<file path="config.mk">
export PLATFORM = sky130hd
export DESIGN_NAME = mul_seq_top
export DESIGN_NICKNAME = d
export VERILOG_FILES = /design/src/rtl/mul_seq_pkg.sv /design/src/rtl/mul_seq_recode.sv /design/src/rtl/mul_seq_step.sv /design/src/rtl/mul_seq_ctrl.sv /design/src/rtl/mul_seq_top.sv
export SDC_FILE = /design/constraint.sdc
export NUM_CORES = 1
export LEC_CHECK = 0
export BUFFER_PORTS_ARGS = -buffer_cell sky130_fd_sc_hd__buf_2
export CORE_AREA = 2 2 149 151
export DETAILED_ROUTE_END_ITERATION = 6
export DIE_AREA = 0 0 151 153
export PLACE_DENSITY = 0.5
export SLEW_MARGIN = 20
export SYNTH_ARGS = -nofsm -noshare
export SYNTH_HDL_FRONTEND = slang
export SYNTH_SLANG_ARGS = --single-unit
</file>
<file path="constraint.sdc">
create_clock -name clk -period 8 [get_ports clk]
set_input_delay 0.8 -clock clk [delete_from_list [all_inputs] [get_ports clk]]
set_output_delay 0.8 -clock clk [all_outputs]
set_load 0.05 [all_outputs]
</file>
<file path="src/rtl/mul_seq_pkg.sv">
package mul_seq_pkg;
  typedef enum logic [1:0] {
    STEP_NOP = 2'd0,
    STEP_ADD = 2'd1,
    STEP_SUB = 2'd2
  } step_op_e;
endpackage

</file>
<file path="src/rtl/mul_seq_recode.sv">
// Chooses the arithmetic action of one iteration from the lowest product bit.
module mul_seq_recode
  import mul_seq_pkg::*;
(
  input  logic     booth_i,
  input  logic     cur_bit_i,
  input  logic     prev_bit_i,
  output step_op_e op_o
);
  always_comb begin
    op_o = STEP_NOP;
    if (booth_i) begin
      unique case ({cur_bit_i, prev_bit_i})
        2'b10:   op_o = STEP_SUB;
        2'b01:   op_o = STEP_ADD;
        default: op_o = STEP_NOP;
      endcase
    end else if (cur_bit_i) begin
      op_o = STEP_ADD;
    end
  end
endmodule

</file>
<file path="src/rtl/mul_seq_step.sv">
// One iteration: optional add/subtract into the upper half, then a right shift.
// The accumulator is one bit wider than an operand. The extra bit is a sign copy
// in signed mode and a carry in unsigned mode, and it becomes the new top bit.
module mul_seq_step
  import mul_seq_pkg::*;
#(
  parameter int W = 32
) (
  input  logic         booth_i,
  input  step_op_e     op_i,
  input  logic [W-1:0] mcand_i,
  input  logic [W-1:0] hi_i,
  input  logic [W-1:0] lo_i,
  output logic [W-1:0] hi_o,
  output logic [W-1:0] lo_o,
  output logic         prev_o
);
  localparam int AW = W + 1;

  logic [AW-1:0] acc_a;
  logic [AW-1:0] acc_b;
  logic [AW-1:0] acc_s;
  logic          sub;

  always_comb begin
    acc_a = {booth_i & hi_i[W-1], hi_i};
    sub   = (op_i == STEP_SUB);
    acc_b = '0;
    if (op_i != STEP_NOP) begin
      acc_b = {booth_i & mcand_i[W-1], mcand_i} ^ {AW{sub}};
    end
    acc_s  = acc_a + acc_b + AW'(sub);
    hi_o   = acc_s[AW-1:1];
    lo_o   = {acc_s[0], lo_i[W-1:1]};
    prev_o = lo_i[0];
  end
endmodule

</file>
<file path="src/rtl/mul_seq_ctrl.sv">
// Iteration counter and busy/done sequencing.
module mul_seq_ctrl #(
  parameter int STEPS = 32
) (
  input  logic clk,
  input  logic rst_n,
  input  logic start_i,
  output logic load_o,
  output logic step_o,
  output logic busy_o,
  output logic done_o
);
  localparam int CW = $clog2(STEPS + 1);
  localparam logic [CW-1:0] LAST = CW'(STEPS - 1);

  logic          busy_q, busy_d;
  logic          done_q, done_d;
  logic [CW-1:0] cnt_q, cnt_d;
  logic          accept;

  always_comb begin
    accept = start_i & ~busy_q;
    busy_d = busy_q;
    done_d = 1'b0;
    cnt_d  = cnt_q;
    if (accept) begin
      busy_d = 1'b1;
      cnt_d  = '0;
    end else if (busy_q) begin
      cnt_d = cnt_q + 1'b1;
      if (cnt_q == LAST) begin
        busy_d = 1'b0;
        done_d = 1'b1;
      end
    end
  end

  always_ff @(posedge clk or negedge rst_n) begin
    if (!rst_n) begin
      busy_q <= 1'b0;
      done_q <= 1'b0;
      cnt_q  <= '0;
    end else begin
      busy_q <= busy_d;
      done_q <= done_d;
      if (accept || busy_q) begin
        cnt_q <= cnt_d;
      end
    end
  end

  assign load_o = accept;
  assign step_o = busy_q;
  assign busy_o = busy_q;
  assign done_o = done_q;
endmodule

</file>
<file path="src/rtl/mul_seq_top.sv">
module mul_seq_top
  import mul_seq_pkg::*;
#(
  parameter int W = 32
) (
  input  logic         clk,
  input  logic         rst_n,
  input  logic         start_i,
  input  logic         signed_i,
  input  logic [W-1:0] mcand_i,
  input  logic [W-1:0] mplier_i,
  output logic         busy_o,
  output logic         done_o,
  output logic [W-1:0] hi_o,
  output logic [W-1:0] lo_o
);
  // Reset is asserted asynchronously and released through two flops.
  logic [1:0] rst_pipe_q;
  logic       rst_sync_n;

  always_ff @(posedge clk or negedge rst_n) begin
    if (!rst_n) rst_pipe_q <= 2'b00;
    else        rst_pipe_q <= {rst_pipe_q[0], 1'b1};
  end
  assign rst_sync_n = rst_pipe_q[1];

  logic         load, step;
  logic         booth_q;
  logic         prev_q, prev_d;
  logic [W-1:0] mcand_q;
  logic [W-1:0] hi_q, hi_d, lo_q, lo_d;
  logic [W-1:0] hi_s, lo_s;
  logic         prev_s;
  step_op_e     op;

  mul_seq_ctrl #(.STEPS(W)) u_ctrl (
    .clk    (clk),
    .rst_n  (rst_sync_n),
    .start_i(start_i),
    .load_o (load),
    .step_o (step),
    .busy_o (busy_o),
    .done_o (done_o)
  );

  mul_seq_recode u_recode (
    .booth_i   (booth_q),
    .cur_bit_i (lo_q[0]),
    .prev_bit_i(prev_q),
    .op_o      (op)
  );

  mul_seq_step #(.W(W)) u_step (
    .booth_i(booth_q),
    .op_i   (op),
    .mcand_i(mcand_q),
    .hi_i   (hi_q),
    .lo_i   (lo_q),
    .hi_o   (hi_s),
    .lo_o   (lo_s),
    .prev_o (prev_s)
  );

  always_comb begin
    hi_d   = hi_q;
    lo_d   = lo_q;
    prev_d = prev_q;
    if (load) begin
      hi_d   = '0;
      lo_d   = mplier_i;
      prev_d = 1'b0;
    end else if (step) begin
      hi_d   = hi_s;
      lo_d   = lo_s;
      prev_d = prev_s;
    end
  end

  always_ff @(posedge clk or negedge rst_sync_n) begin
    if (!rst_sync_n) begin
      mcand_q <= '0;
      booth_q <= 1'b0;
    end else if (load) begin
      mcand_q <= mcand_i;
      booth_q <= signed_i;
    end
  end

  always_ff @(posedge clk or negedge rst_sync_n) begin
    if (!rst_sync_n) begin
      hi_q   <= '0;
      lo_q   <= '0;
      prev_q <= 1'b0;
    end else if (load || step) begin
      hi_q   <= hi_d;
      lo_q   <= lo_d;
      prev_q <= prev_d;
    end
  end

  assign hi_o = hi_q;
  assign lo_o = lo_q;
endmodule

</file>
==> summary.md, run 1 <==
| Metric | Value |
|---|---|
| Core ar. | `21500 um^2` |
| Hold buffers post-CTS | `0` |
| Run status | `complete, no violations` |
| CTS H-Tree Depth | `3` |
| Largest net degree at the start of global routing | `90` |
| Filler Cells Inserted | `2299` |
| Post-route DRC violation count | `0` |
| RSZ-0062 raised after global routing | `false` |
| YS warnings | `0` |
| Distinct cell type count after synthesis | `58` |
| Syn Std Cell Area | `6370 um^2` |
| Worst R2R Path Depth | `12` |
| Vias in the first global route | `5374` |
| Cts bufs inserted | `9` |
| CP required | `8.28 ns` |
| Max-slew violations | `0` |
| Startpoint types | `flip-flop` |
| PortBufs | `133` |
| Least-Margin Pin Slew | `0.861 ns` |
| Initial antenna violation count | `0` |
| Worst Hold Class | `input port to asynchronous set/reset pin` |
| Reg2Reg Setup Slack | `4.20 ns` |
| CTS sink cnt | `108` |
| Slew HR | `0.422` |
| Setup crit end kind | `flip-flop` |
| # Post-CTS Setup Buffers | `0` |
| Gr busiest metal | `met2` |
| Clk slew on worst S/H paths | `0.08 ns` |
| GP Congestion | `0.861` |
| Starting DRC count in detailed routing | `345` |
| Register area share after synthesis | `0.424` |
| Remaining Overflow, GRT | `0` |
| WP data arrival | `4.08 ns` |
| Clock Root Buffer | `clkbuf_16` |
| Avg WL per Cell | `14.8 um` |
| DRT Pass-1 Iters | `4` |
| Post-Synthesis Cells | `754` |
| Post-CTS sizing | `0` |
| First-pass GRT wire length | `28.2 mm` |
| Most used flip-flop cell after synthesis | `dfrtp_1` |
| M1 GR Usage | `0.222` |
| Routed WL | `17.1 mm` |
| Total Negative Setup Slacks | `0 ns` |
| Final ANT Viol Nets | `0` |
| M3 GR Usage | `0.0263` |
| Async SR Flop Fraction | `1.00` |
| GRT Total Usage | `0.152` |
| Die height | `153 um` |
| Fmax | `263 MHz` |
| Reg-to-reg startpoint | `lo_o[0]` |
| M2 GR Usage | `0.237` |
| Bufs on Longest Clock Path | `2` |
| Initial Util | `0.297` |
| Post-synth EDFFs | `0` |
| Row count | `54` |
| Multi-input gate area | `3480 um^2` |
| Full die area | `23100 um^2` |
| Setup CP Type | `flip-flop to flip-flop` |
| ANT cells | `0` |
| Reg-to-reg endpoint | `hi_o[28]` |
| Final min period | `3.80 ns` |
| Die Wd | `151 um` |
| Worst-Skew Late Latency | `0.36 ns` |
| # Max-Cap Violations | `0` |
| Vias | `5495` |
| Via/cell ratio | `4.77` |
| Synthesized flop and latch total | `108` |
| CTS tree | `built` |
| IO Pins | `134` |
| Crit path max fanout | `19` |
| Final Cycle Share | `0.474` |
| Nets | `970` |
| Final setup violation count | `0` |
| Fraction of layout cells with a size suffix above 1 | `0.195` |
| HPWL after detailed placement | `12.1 mm` |
| Post-Syn Nets | `856` |
| Setup Skew | `0.0132 ns` |
| Final hold viol count | `0` |
| Layout area overhead | `19.8%` |
| Mean Syn Cell Area | `8.45 um^2` |
| Register area | `2710 um^2` |
-- registers in the layout, summed over array words and instances (netlist names) --
name	count
mcand_q	32
u_ctrl.busy_o	1
prev_q	1
rst_pipe_q	2
lo_o	32
u_ctrl.done_o	1
booth_q	1
u_ctrl.cnt_q	6
hi_o	32
-- synthesized netlist by cell type, drive strengths merged (4+ instances only) --
| master | number | share of area |
|---|---|---|
| a21o | 14 | 0.017 |
| a21oi | 33 | 0.026 |
| a31oi | 9 | 0.0088 |
| buf | 9 | 0.0067 |
| clkbuf | 29 | 0.017 |
| dfrtp | 108 | 0.42 |
| ha | 32 | 0.063 |
| inv | 11 | 0.0065 |
| mux2i | 34 | 0.053 |
| nand2 | 223 | 0.13 |
| nand2b | 9 | 0.0088 |
| nand3 | 9 | 0.0071 |
| nand4 | 8 | 0.0079 |
| nor2 | 22 | 0.013 |
| nor2b | 4 | 0.0039 |
| o211ai | 6 | 0.0071 |
| o21a | 5 | 0.0059 |
| o21ai | 113 | 0.089 |
| o31ai | 5 | 0.0059 |
| xnor2 | 9 | 0.012 |
| xor2 | 17 | 0.023 |
-- area by class of cell --
type / instances / share of cell area
Clock buffer: 9 / 0.0295
Clock inverter: 7 / 0.0118
Tap cell: 280 / 0.0459
Sequential cell: 108 / 0.355
Inverter: 12 / 0.00590
Timing Repair Buffer: 141 / 0.0960
Multi-Input combinational cell: 596 / 0.456
-- logic make-up (layout without fill, tap and decap cells) --
kind of cell | Yosys count | in the layout | share of synthesized area
buf+inv | 50 | 169 | 0.0308
simple gates | 292 | 292 | 0.190
flops | 108 | 108 | 0.424
mux | 36 | 36 | 0.0569
compound gates | 207 | 207 | 0.192
other cells | 1 | 1 | 0.000588
fa+ha+maj | 34 | 34 | 0.0691
xor+xnor | 26 | 26 | 0.0357
-- through the flow --
step	hold WS [ns]	instances	worst slack (ns)	instance area, um^2	utilization
floorplan	0.331	754	4.77	6370	-
global placement	0.335	1136	3.88	7300	0.340
detailed placement	0.348	1137	4.24	7320	0.341
CTS	0.191	1153	4.22	7630	0.355
global route	0.191	1153	3.82	7630	0.355
finish	0.211	1153	4.20	7630	0.355
-- worst max-delay path, cell delays in order (launching register included) --
cell      delay [ns]
dfrtp_1         0.48
nand3b_1        0.48
buf_8           0.34
o21ai_0         0.17
ha_1            0.31
a21o_2          0.21
a21oi_1         0.18
a21oi_1         0.11
o21ai_0         0.41
nand2_1         0.30
a41oi_2         0.29
mux2_2          0.35
o211ai_1        0.08
-- worst max-delay path by stage --
stage,start,to,slack [ns],cells after the start
after floorplan,rst_pipe_q[1],booth_q,4.77,0
after global placement,lo_o[0],hi_o[27],3.88,13
after detailed placement,lo_o[0],hi_o[27],4.24,14
after CTS,lo_o[0],hi_o[27],4.22,14
after global routing,lo_o[0],hi_o[30],3.82,12
final,lo_o[0],hi_o[28],4.20,12
-- cells in the final DEF (no fill, tap or decap), types with 3 or more instances in the layout --
| cell | Yosys | routed |
|---|---|---|
| ha_1 | 32 | 32 |
| nand2b_1 | 9 | 9 |
| xor2_1 | 17 | 17 |
| dfrtp_1 | 108 | 106 |
| inv_8 | 0 | 3 |
| a21oi_1 | 33 | 33 |
| a21o_1 | 13 | 13 |
| o211ai_1 | 6 | 6 |
| o21ai_0 | 108 | 108 |
| inv_1 | 11 | 11 |
| nand2_1 | 223 | 223 |
| and3_1 | 3 | 3 |
| a211o_1 | 3 | 3 |
| buf_2 | 4 | 133 |
| nor2b_1 | 4 | 3 |
| nand4_1 | 8 | 8 |
| nor2_1 | 21 | 20 |
| a31oi_1 | 9 | 9 |
| o31ai_1 | 5 | 5 |
| o21ai_1 | 5 | 5 |
| mux2i_1 | 34 | 33 |
| nand3_1 | 9 | 9 |
| buf_4 | 1 | 7 |
| clkbuf_16 | 0 | 9 |
| xnor2_1 | 9 | 9 |
| a22o_1 | 3 | 3 |
| o21a_1 | 5 | 5 |
-- metal layers --
layer  part of all wire  wire [um]
met1               0.51       8690
met2               0.43       7380
met3              0.052        895
met4             0.0093        159
met5                  0          0
Power of run 1 is left out: the tool's default activity adds up to more than one toggle a clock period on the data nets, which glitch-free logic cannot reach.
==> run 2, diff against run 1 <==
--- a/config.mk
+++ b/config.mk
@@ -9,7 +9,7 @@
 export CORE_AREA = 2 2 149 151
 export DETAILED_ROUTE_END_ITERATION = 6
 export DIE_AREA = 0 0 151 153
-export PLACE_DENSITY = 0.5
+export PLACE_DENSITY = 0.51
 export SLEW_MARGIN = 20
 export SYNTH_ARGS = -nofsm -noshare
 export SYNTH_HDL_FRONTEND = slang
==> constraint.sdc (replaced) <==
create_clock -name clk -period 3.3 [get_ports clk]
set_input_delay 0.33 -clock clk [delete_from_list [all_inputs] [get_ports clk]]
set_output_delay 0.33 -clock clk [all_outputs]
set_load 0.05 [all_outputs]
==> run 2 against run 1 <==
  * Die area did not move
  * First-iteration DRC count rose by 4.6%
  * Via count rose by 2.4%
  * Fmax rose by 23%
  * Utilization rose by 0.72 points
  * Non-clock buffer count rose by 15
  * Global-route usage rose by 0.47 points
  * Worst hold slack got worse by 0.056 ns
  * Clock-buffer cell count did not move
  * Register-to-register slack got worse by 4.0 ns
  * Design area rose by 2.0%
  * Cell count rose by 1.3%
  * Critical endpoint is now hi_o[27]
  * Highest routed layer unchanged
==> summary.md, run 2 (synthesis gave the netlist of run 1 again) <==
| Metric | Value |
|---|---|
| Final hold viol count | `0 (unchanged)` |
| Cts bufs inserted | `9 (unchanged)` |
| ANT cells | `0 (unchanged)` |
| Avg WL per Cell | `15.1 um (+1.9%)` |
| Placed insts | `1151 (+1.2%)` |
| Total Negative Setup Slacks | `0 ns (unchanged)` |
| Full die area | `23100 um^2 (unchanged)` |
| Final min period | `3.09 ns (-0.702 ns)` |
| Row count | `54 (unchanged)` |
| Max-slew violations | `0 (unchanged)` |
| Die height | `153 um (unchanged)` |
| Layout area overhead | `22.2%` |
| Vias | `5626 (+2.4%)` |
| Reg2Reg Setup Slack | `0.21 ns (-4.00 ns)` |
| Pre-CTS setup slack | `-0.0174 ns (-4.26 ns)` |
| Fraction of layout cells with a size suffix above 1 | `0.220 (+0.0249)` |
| GP Congestion | `0.861 (about the same)` |
| Filler Cells Inserted | `2294 (-0.22%)` |
| Commonest non-fill, non-tap cells in the layout | `nand2_1, buf_2, o21ai_0, dfrtp_1, mux2i_1` |
| Final Cycle Share | `0.937 (+0.463)` |
| CTS tree | `built` |
| Reg-to-reg endpoint | `hi_o[27]` |
| Least-Margin Pin Slew | `0.894 ns (+0.0322 ns)` |
| Hold Path Stages | `3` |
| CP required | `3.54 ns (-4.74 ns)` |
| First-pass GRT wire length | `29.1 mm (+3.2%)` |
| Die Wd | `151 um (unchanged)` |
| Crit path max-delay cell type | `dfrtp_2` |
| Worst Hold Class | `input port to flip-flop` |
| Reg-to-reg startpoint | `booth_q` |
| Worst path max stage delay | `0.42 ns (-0.06 ns)` |
| Final ANT Viol Nets | `0 (unchanged)` |
| Nets | `985 (+1.5%)` |
| Worst path cell trace | `nand2_1, mux2i_4, nand2_1, o21ai_2, fa_2, inv_1, fa_1, nand2b_1, a21o_1, a31o_2, nor2_2, o32ai_4, o41ai_2, xnor2_1, o21ai_1` |
| IO Pins | `134 (unchanged)` |
| Fmax | `323 MHz (+23%)` |
| Crit path max fanout | `5 (-14)` |
| RSZ-0062 raised after global routing | `false` |
| Startpoint types | `flip-flop` |
| Most common cell on crit path | `nand2_1` |
| Hold endpoint | `mcand_q[22]` |
| HPWL after detailed placement | `12.8 mm (+5.6%)` |
| Slew HR | `0.404 (-0.0179)` |
| Initial Util | `0.297 (unchanged)` |
| Via/cell ratio | `4.82 (+1.1%)` |
| Starting DRC count in detailed routing | `361 (+4.6%)` |
| # Post-CTS Setup Buffers | `0 (unchanged)` |
| Worst-Skew Late Latency | `0.36 ns (about the same)` |
| Run status | `complete, no violations` |
| CTS H-Tree Depth | `3 (unchanged)` |
| WP data arrival | `3.33 ns (-0.75 ns)` |
| Clock Root Buffer | `clkbuf_16` |
| Bufs on Longest Clock Path | `2 (unchanged)` |
| Fin util | `0.363 (+0.00716)` |
| DRT Pass-1 Iters | `4 (unchanged)` |
| GRT Total Usage | `0.157 (+0.00467)` |
| Initial antenna violation count | `0 (unchanged)` |
| Largest net degree at the start of global routing | `68 (-24%)` |
| PortBufs | `133 (unchanged)` |
| Worst R2R Path Depth | `15 (+3)` |
| Final setup violation count | `0 (unchanged)` |
| Core ar. | `21500 um^2 (unchanged)` |
| Remaining Overflow, GRT | `0 (unchanged)` |
| Post-route DRC violation count | `0 (unchanged)` |
| Clk slew on worst S/H paths | `0.08 ns (about the same)` |
| Vias in the first global route | `5567 (+3.6%)` |
| Setup crit end kind | `flip-flop` |
| CTS sink cnt | `108 (unchanged)` |
| HP Start | `mcand_i[22]` |
| Routed WL | `17.7 mm (+3.2%)` |
| Final worst slack | `0.207 ns (-4.00 ns)` |
| Setup Skew | `0.00800 ns (-0.00516 ns)` |
| # Max-Cap Violations | `0 (unchanged)` |
| Setup CP Type | `flip-flop to flip-flop` |
| Commonest non-fill, non-tap cell in the layout | `nand2_1` |
| Post-Layout Cell Count | `1168 (+1.3%)` |
## run 2: cell types whose count changed in the layout (fill, tap and decap cells not counted), sizes merged
| cell | change |
|---|---|
| buf | +14 |
| clkinvlp | +2 |
| bufinv | -1 |
| dlygate4sd3 | +1 |
| inv | -1 |
## run 2: cell type report
type	count	area, um^2	area share
timing repair buffer	156	861	0.111
clock buffer	9	225	0.0289
tap	280	350	0.0450
clock inverter	7	58.8	0.00755
inverter	12	45.0	0.00578
sequential	108	2710	0.348
multi-input combinational	596	3540	0.454
## run 2: critical path: cells and delay by family, from the launching register on
family                     cells  cell delay (ns)
buffers and inverters          1             0.05
and+or+nand+nor                4             0.53
adders and majority gates      2             0.59
DFF                            1             0.42
AOI/OAI and AO/OA              6             1.03
muxes                          1             0.20
xor gates and xnor gates       1             0.16
## run 2: worst max-delay path by stage
stage                              from       end  slack (ns)
after floorplan           rst_pipe_q[1]   booth_q        0.07
after global placement          booth_q  hi_o[28]        0.09
after detailed placement        booth_q  hi_o[28]       -0.02
after CTS                       booth_q  hi_o[27]      0.0008
after global routing            lo_o[0]  hi_o[28]       0.006
final                           booth_q  hi_o[27]        0.21
## run 2: timing repair
item                                    in CTS  in global routing
resized for setup                            2                 15
endpoints found under the setup margin       5                 15
pin swaps                                    0                  4
endpoints found under the hold margin        2                  0
hold buffers                                 1                  0
## run 2: per-stage QoR
step | hold slack (ns) | area [um^2]
2_1_floorplan | 0.0344 | 6370
3_3_place_gp | 0.119 | 7430
3_5_place_dp | 0.122 | 7430
4_1_cts | 0.139 | 7740
5_1_grt | 0.156 | 7790
6_report | 0.155 | 7790
## run 2: per-layer routing
metal / GRT usage / wire length [um]
met1: 0.228 / 8860
met2: 0.244 / 7750
met3: 0.0227 / 856
met4: 0.0423 / 208
met5: 0 / 0
Power of run 2 is left out for the same reason.
==> run 3, diff against run 2 <==
--- a/config.mk
+++ b/config.mk
@@ -6,10 +6,11 @@
 export NUM_CORES = 1
 export LEC_CHECK = 0
 export BUFFER_PORTS_ARGS = -buffer_cell sky130_fd_sc_hd__buf_2
-export CORE_AREA = 2 2 149 151
+export CORE_AREA = 2 2 114 116
+export CTS_BUF_LIST = sky130_fd_sc_hd__clkbuf_2
 export DETAILED_ROUTE_END_ITERATION = 6
-export DIE_AREA = 0 0 151 153
-export PLACE_DENSITY = 0.51
+export DIE_AREA = 0 0 116 118
+export PLACE_DENSITY = 0.8
 export SLEW_MARGIN = 20
 export SYNTH_ARGS = -nofsm -noshare
 export SYNTH_HDL_FRONTEND = slang
==> run 3 against run 2 <==
  * Via count grew 7.2%
  * Design area grew 5.1%
  * First-iteration DRC count grew 30%
  * Register-to-register slack lost 0.05 ns
  * Wire length shrank 2.8%
  * Non-clock buffer count grew 64
  * Global-route usage grew 9.5 points
  * Worst setup slack lost 0.049 ns
  * Critical path depth shrank 2
  * Critical endpoint is now hi_o[29]
==> summary.md, run 3 (synthesis gave the netlist of run 1 again) <==
| Metric | Value |
|---|---|
| HPWL after detailed placement | `11.4 mm (-11%)` |
| Total Negative Setup Slacks | `0 ns (unchanged)` |
| # Max-Cap Violations | `0 (unchanged)` |
| Routed WL | `17.2 mm (-2.8%)` |
| Crit path max fanout | `15 (+10)` |
| Finished Cell Area | `8180 um^2 (+5.1%)` |
| Remaining Overflow, GRT | `0 (unchanged)` |
| Final Cycle Share | `0.952 (+0.0147)` |
| Setup Skew | `0.0343 ns (+0.0263 ns)` |
| Fmax | `318 MHz (-1.5%)` |
| M2 GR Usage | `0.407 (+0.162)` |
| Row count | `41 (-24%)` |
| Vias in the first global route | `5812 (+4.4%)` |
| Full die area | `13700 um^2 (-41%)` |
| GRT Total Usage | `0.252 (+0.0947)` |
| Avg WL per Cell | `15.3 um (+1.0%)` |
| Worst Hold Class | `input port to flip-flop` |
| Starting DRC count in detailed routing | `469 (+30%)` |
| CTS H-Tree Depth | `3 (unchanged)` |
| Bufs on Longest Clock Path | `2 (unchanged)` |
| Vias | `6030 (+7.2%)` |
| Layout area overhead | `28.4%` |
| Setup crit end kind | `flip-flop` |
| M1 GR Usage | `0.340 (+0.112)` |
| Commonest non-fill, non-tap cell in the layout | `nand2_1` |
| Commonest non-fill, non-tap cells in the layout | `nand2_1, buf_2, dfrtp_1, o21ai_0, dlygate4sd3_1` |
| Initial Util | `0.513 (+0.217)` |
| Fraction of layout cells with a size suffix above 1 | `0.211 (-0.00846)` |
| Largest net degree at the start of global routing | `62 (-8.8%)` |
| First-pass GRT wire length | `27.7 mm (-4.6%)` |
| Post-route DRC violation count | `0 (unchanged)` |
| Run status | `complete, no violations` |
| Cts bufs inserted | `9 (unchanged)` |
| Die Wd | `116 um (-23%)` |
| Register area | `2710 um^2 (about the same)` |
| Setup CP Type | `flip-flop to flip-flop` |
| Via/cell ratio | `5.36 (+11%)` |
| Worst-Skew Late Latency | `0.66 ns (+0.30 ns)` |
| IO Pins | `134 (unchanged)` |
| Clk slew on worst S/H paths | `0.32 ns (+0.24 ns)` |
| Nets | `1049 (+6.5%)` |
| WP data arrival | `3.75 ns (+0.42 ns)` |
| PortBufs | `133 (unchanged)` |
| Least-Margin Pin Slew | `0.792 ns (-0.102 ns)` |
| Gr busiest metal | `met2` |
| CP required | `3.91 ns (+0.37 ns)` |
| Slew HR | `0.472 (+0.0677)` |
| Filler Cells Inserted | `1033 (-55%)` |
| Startpoint types | `flip-flop` |
| CTS sink cnt | `108 (unchanged)` |
| Core ar. | `12400 um^2 (-42%)` |
| ANT cells | `0 (unchanged)` |
| CTS tree | `built` |
| Die height | `118 um (-23%)` |
| M3 GR Usage | `0.0551 (+0.0324)` |
| Final setup violation count | `0 (unchanged)` |
| Final min period | `3.14 ns (+0.0486 ns)` |
| DRT Pass-1 Iters | `5 (+1)` |
| Final hold viol count | `0 (unchanged)` |
| Placed inst area | `7250 um^2 (-2.4%)` |
| GP Congestion | `0.958 (+11%)` |
| Max-slew violations | `0 (unchanged)` |
| Clock Root Buffer | `clkbuf_2` |
| Initial antenna violation count | `0 (unchanged)` |
| Final ANT Viol Nets | `0 (unchanged)` |
| Multi-input gate area | `3580 um^2 (+1.2%)` |
run 3: cell count changes in the layout (fill, tap and decap cells not counted), sizes merged:
| cell | change |
|---|---|
| clkinvlp | -1 |
| inv | +1 |
| buf | -1 |
| dlygate4sd3 | +65 |
run 3: area by class of cell:
type	instances	area share
inverters	12	0.00550
clock inverters	7	0.00826
well taps	172	0.0263
clock buffers	9	0.00550
flip-flops and latches	108	0.331
repair buffers	220	0.186
multi-input cells	596	0.438
run 3: routing by layer:
metal | wire length (um) | part of all wire | up-vias
met5 | 0 | 0 | -
met2 | 8230 | 0.48 | 198
met3 | 1190 | 0.069 | 22
li1 | - | - | 2997
met4 | 246 | 0.014 | 0
met1 | 7520 | 0.44 | 2813
run 3: worst max-delay path: stages (launching register included):
cell      delay (ns)
dfrtp_1         0.52
mux2i_4         0.34
buf_8           0.20
nand2_1         0.06
o21ai_0         0.07
ha_1            0.27
a21o_1          0.21
a21oi_1         0.16
o21ai_1         0.12
a2111o_1        0.43
a31oi_1         0.29
o31ai_2         0.13
xnor2_1         0.13
o21ai_0         0.15
run 3: repair_timing:
action                                  CTS  global route
pin swaps                                 0            13
endpoints found under the hold margin    68             0
hold buffers                             66             0
setup buffers                             1             5
gates resized for setup                   0            28
endpoints found under the setup margin    1            16
run 3: worst paths after layout:
| path | start | to | slack, ns | depth (start not counted) |
|---|---|---|---|---|
| min | mplier_i[28] | lo_o[28] | 0.08 | 3 |
| max | lo_o[0] | hi_o[29] | 0.16 | 13 |
| min reg2reg | rst_pipe_q[1] | hi_o[27] | 0.40 | 0 |
| max reg2reg | lo_o[0] | hi_o[29] | 0.16 | 13 |
| max in group asynchronous | rst_pipe_q[1] | hi_o[14] | 2.17 | 1 |
| min in group asynchronous | rst_pipe_q[1] | hi_o[27] | 0.40 | 0 |
run 3: through the flow:
stage | util | setup slack (ns) | instances | hold slack (ns)
floorplan | - | 0.0686 | 754 | 0.0344
global placement | 0.584 | 0.163 | 1036 | 0.117
finish | 0.659 | 0.158 | 1124 | 0.0754
global route | 0.659 | -0.0264 | 1124 | 0.0270
CTS | 0.647 | 0.000608 | 1119 | 0.0428
detailed placement | 0.584 | 0.0400 | 1036 | 0.120
Power of run 3 is left out for the same reason.
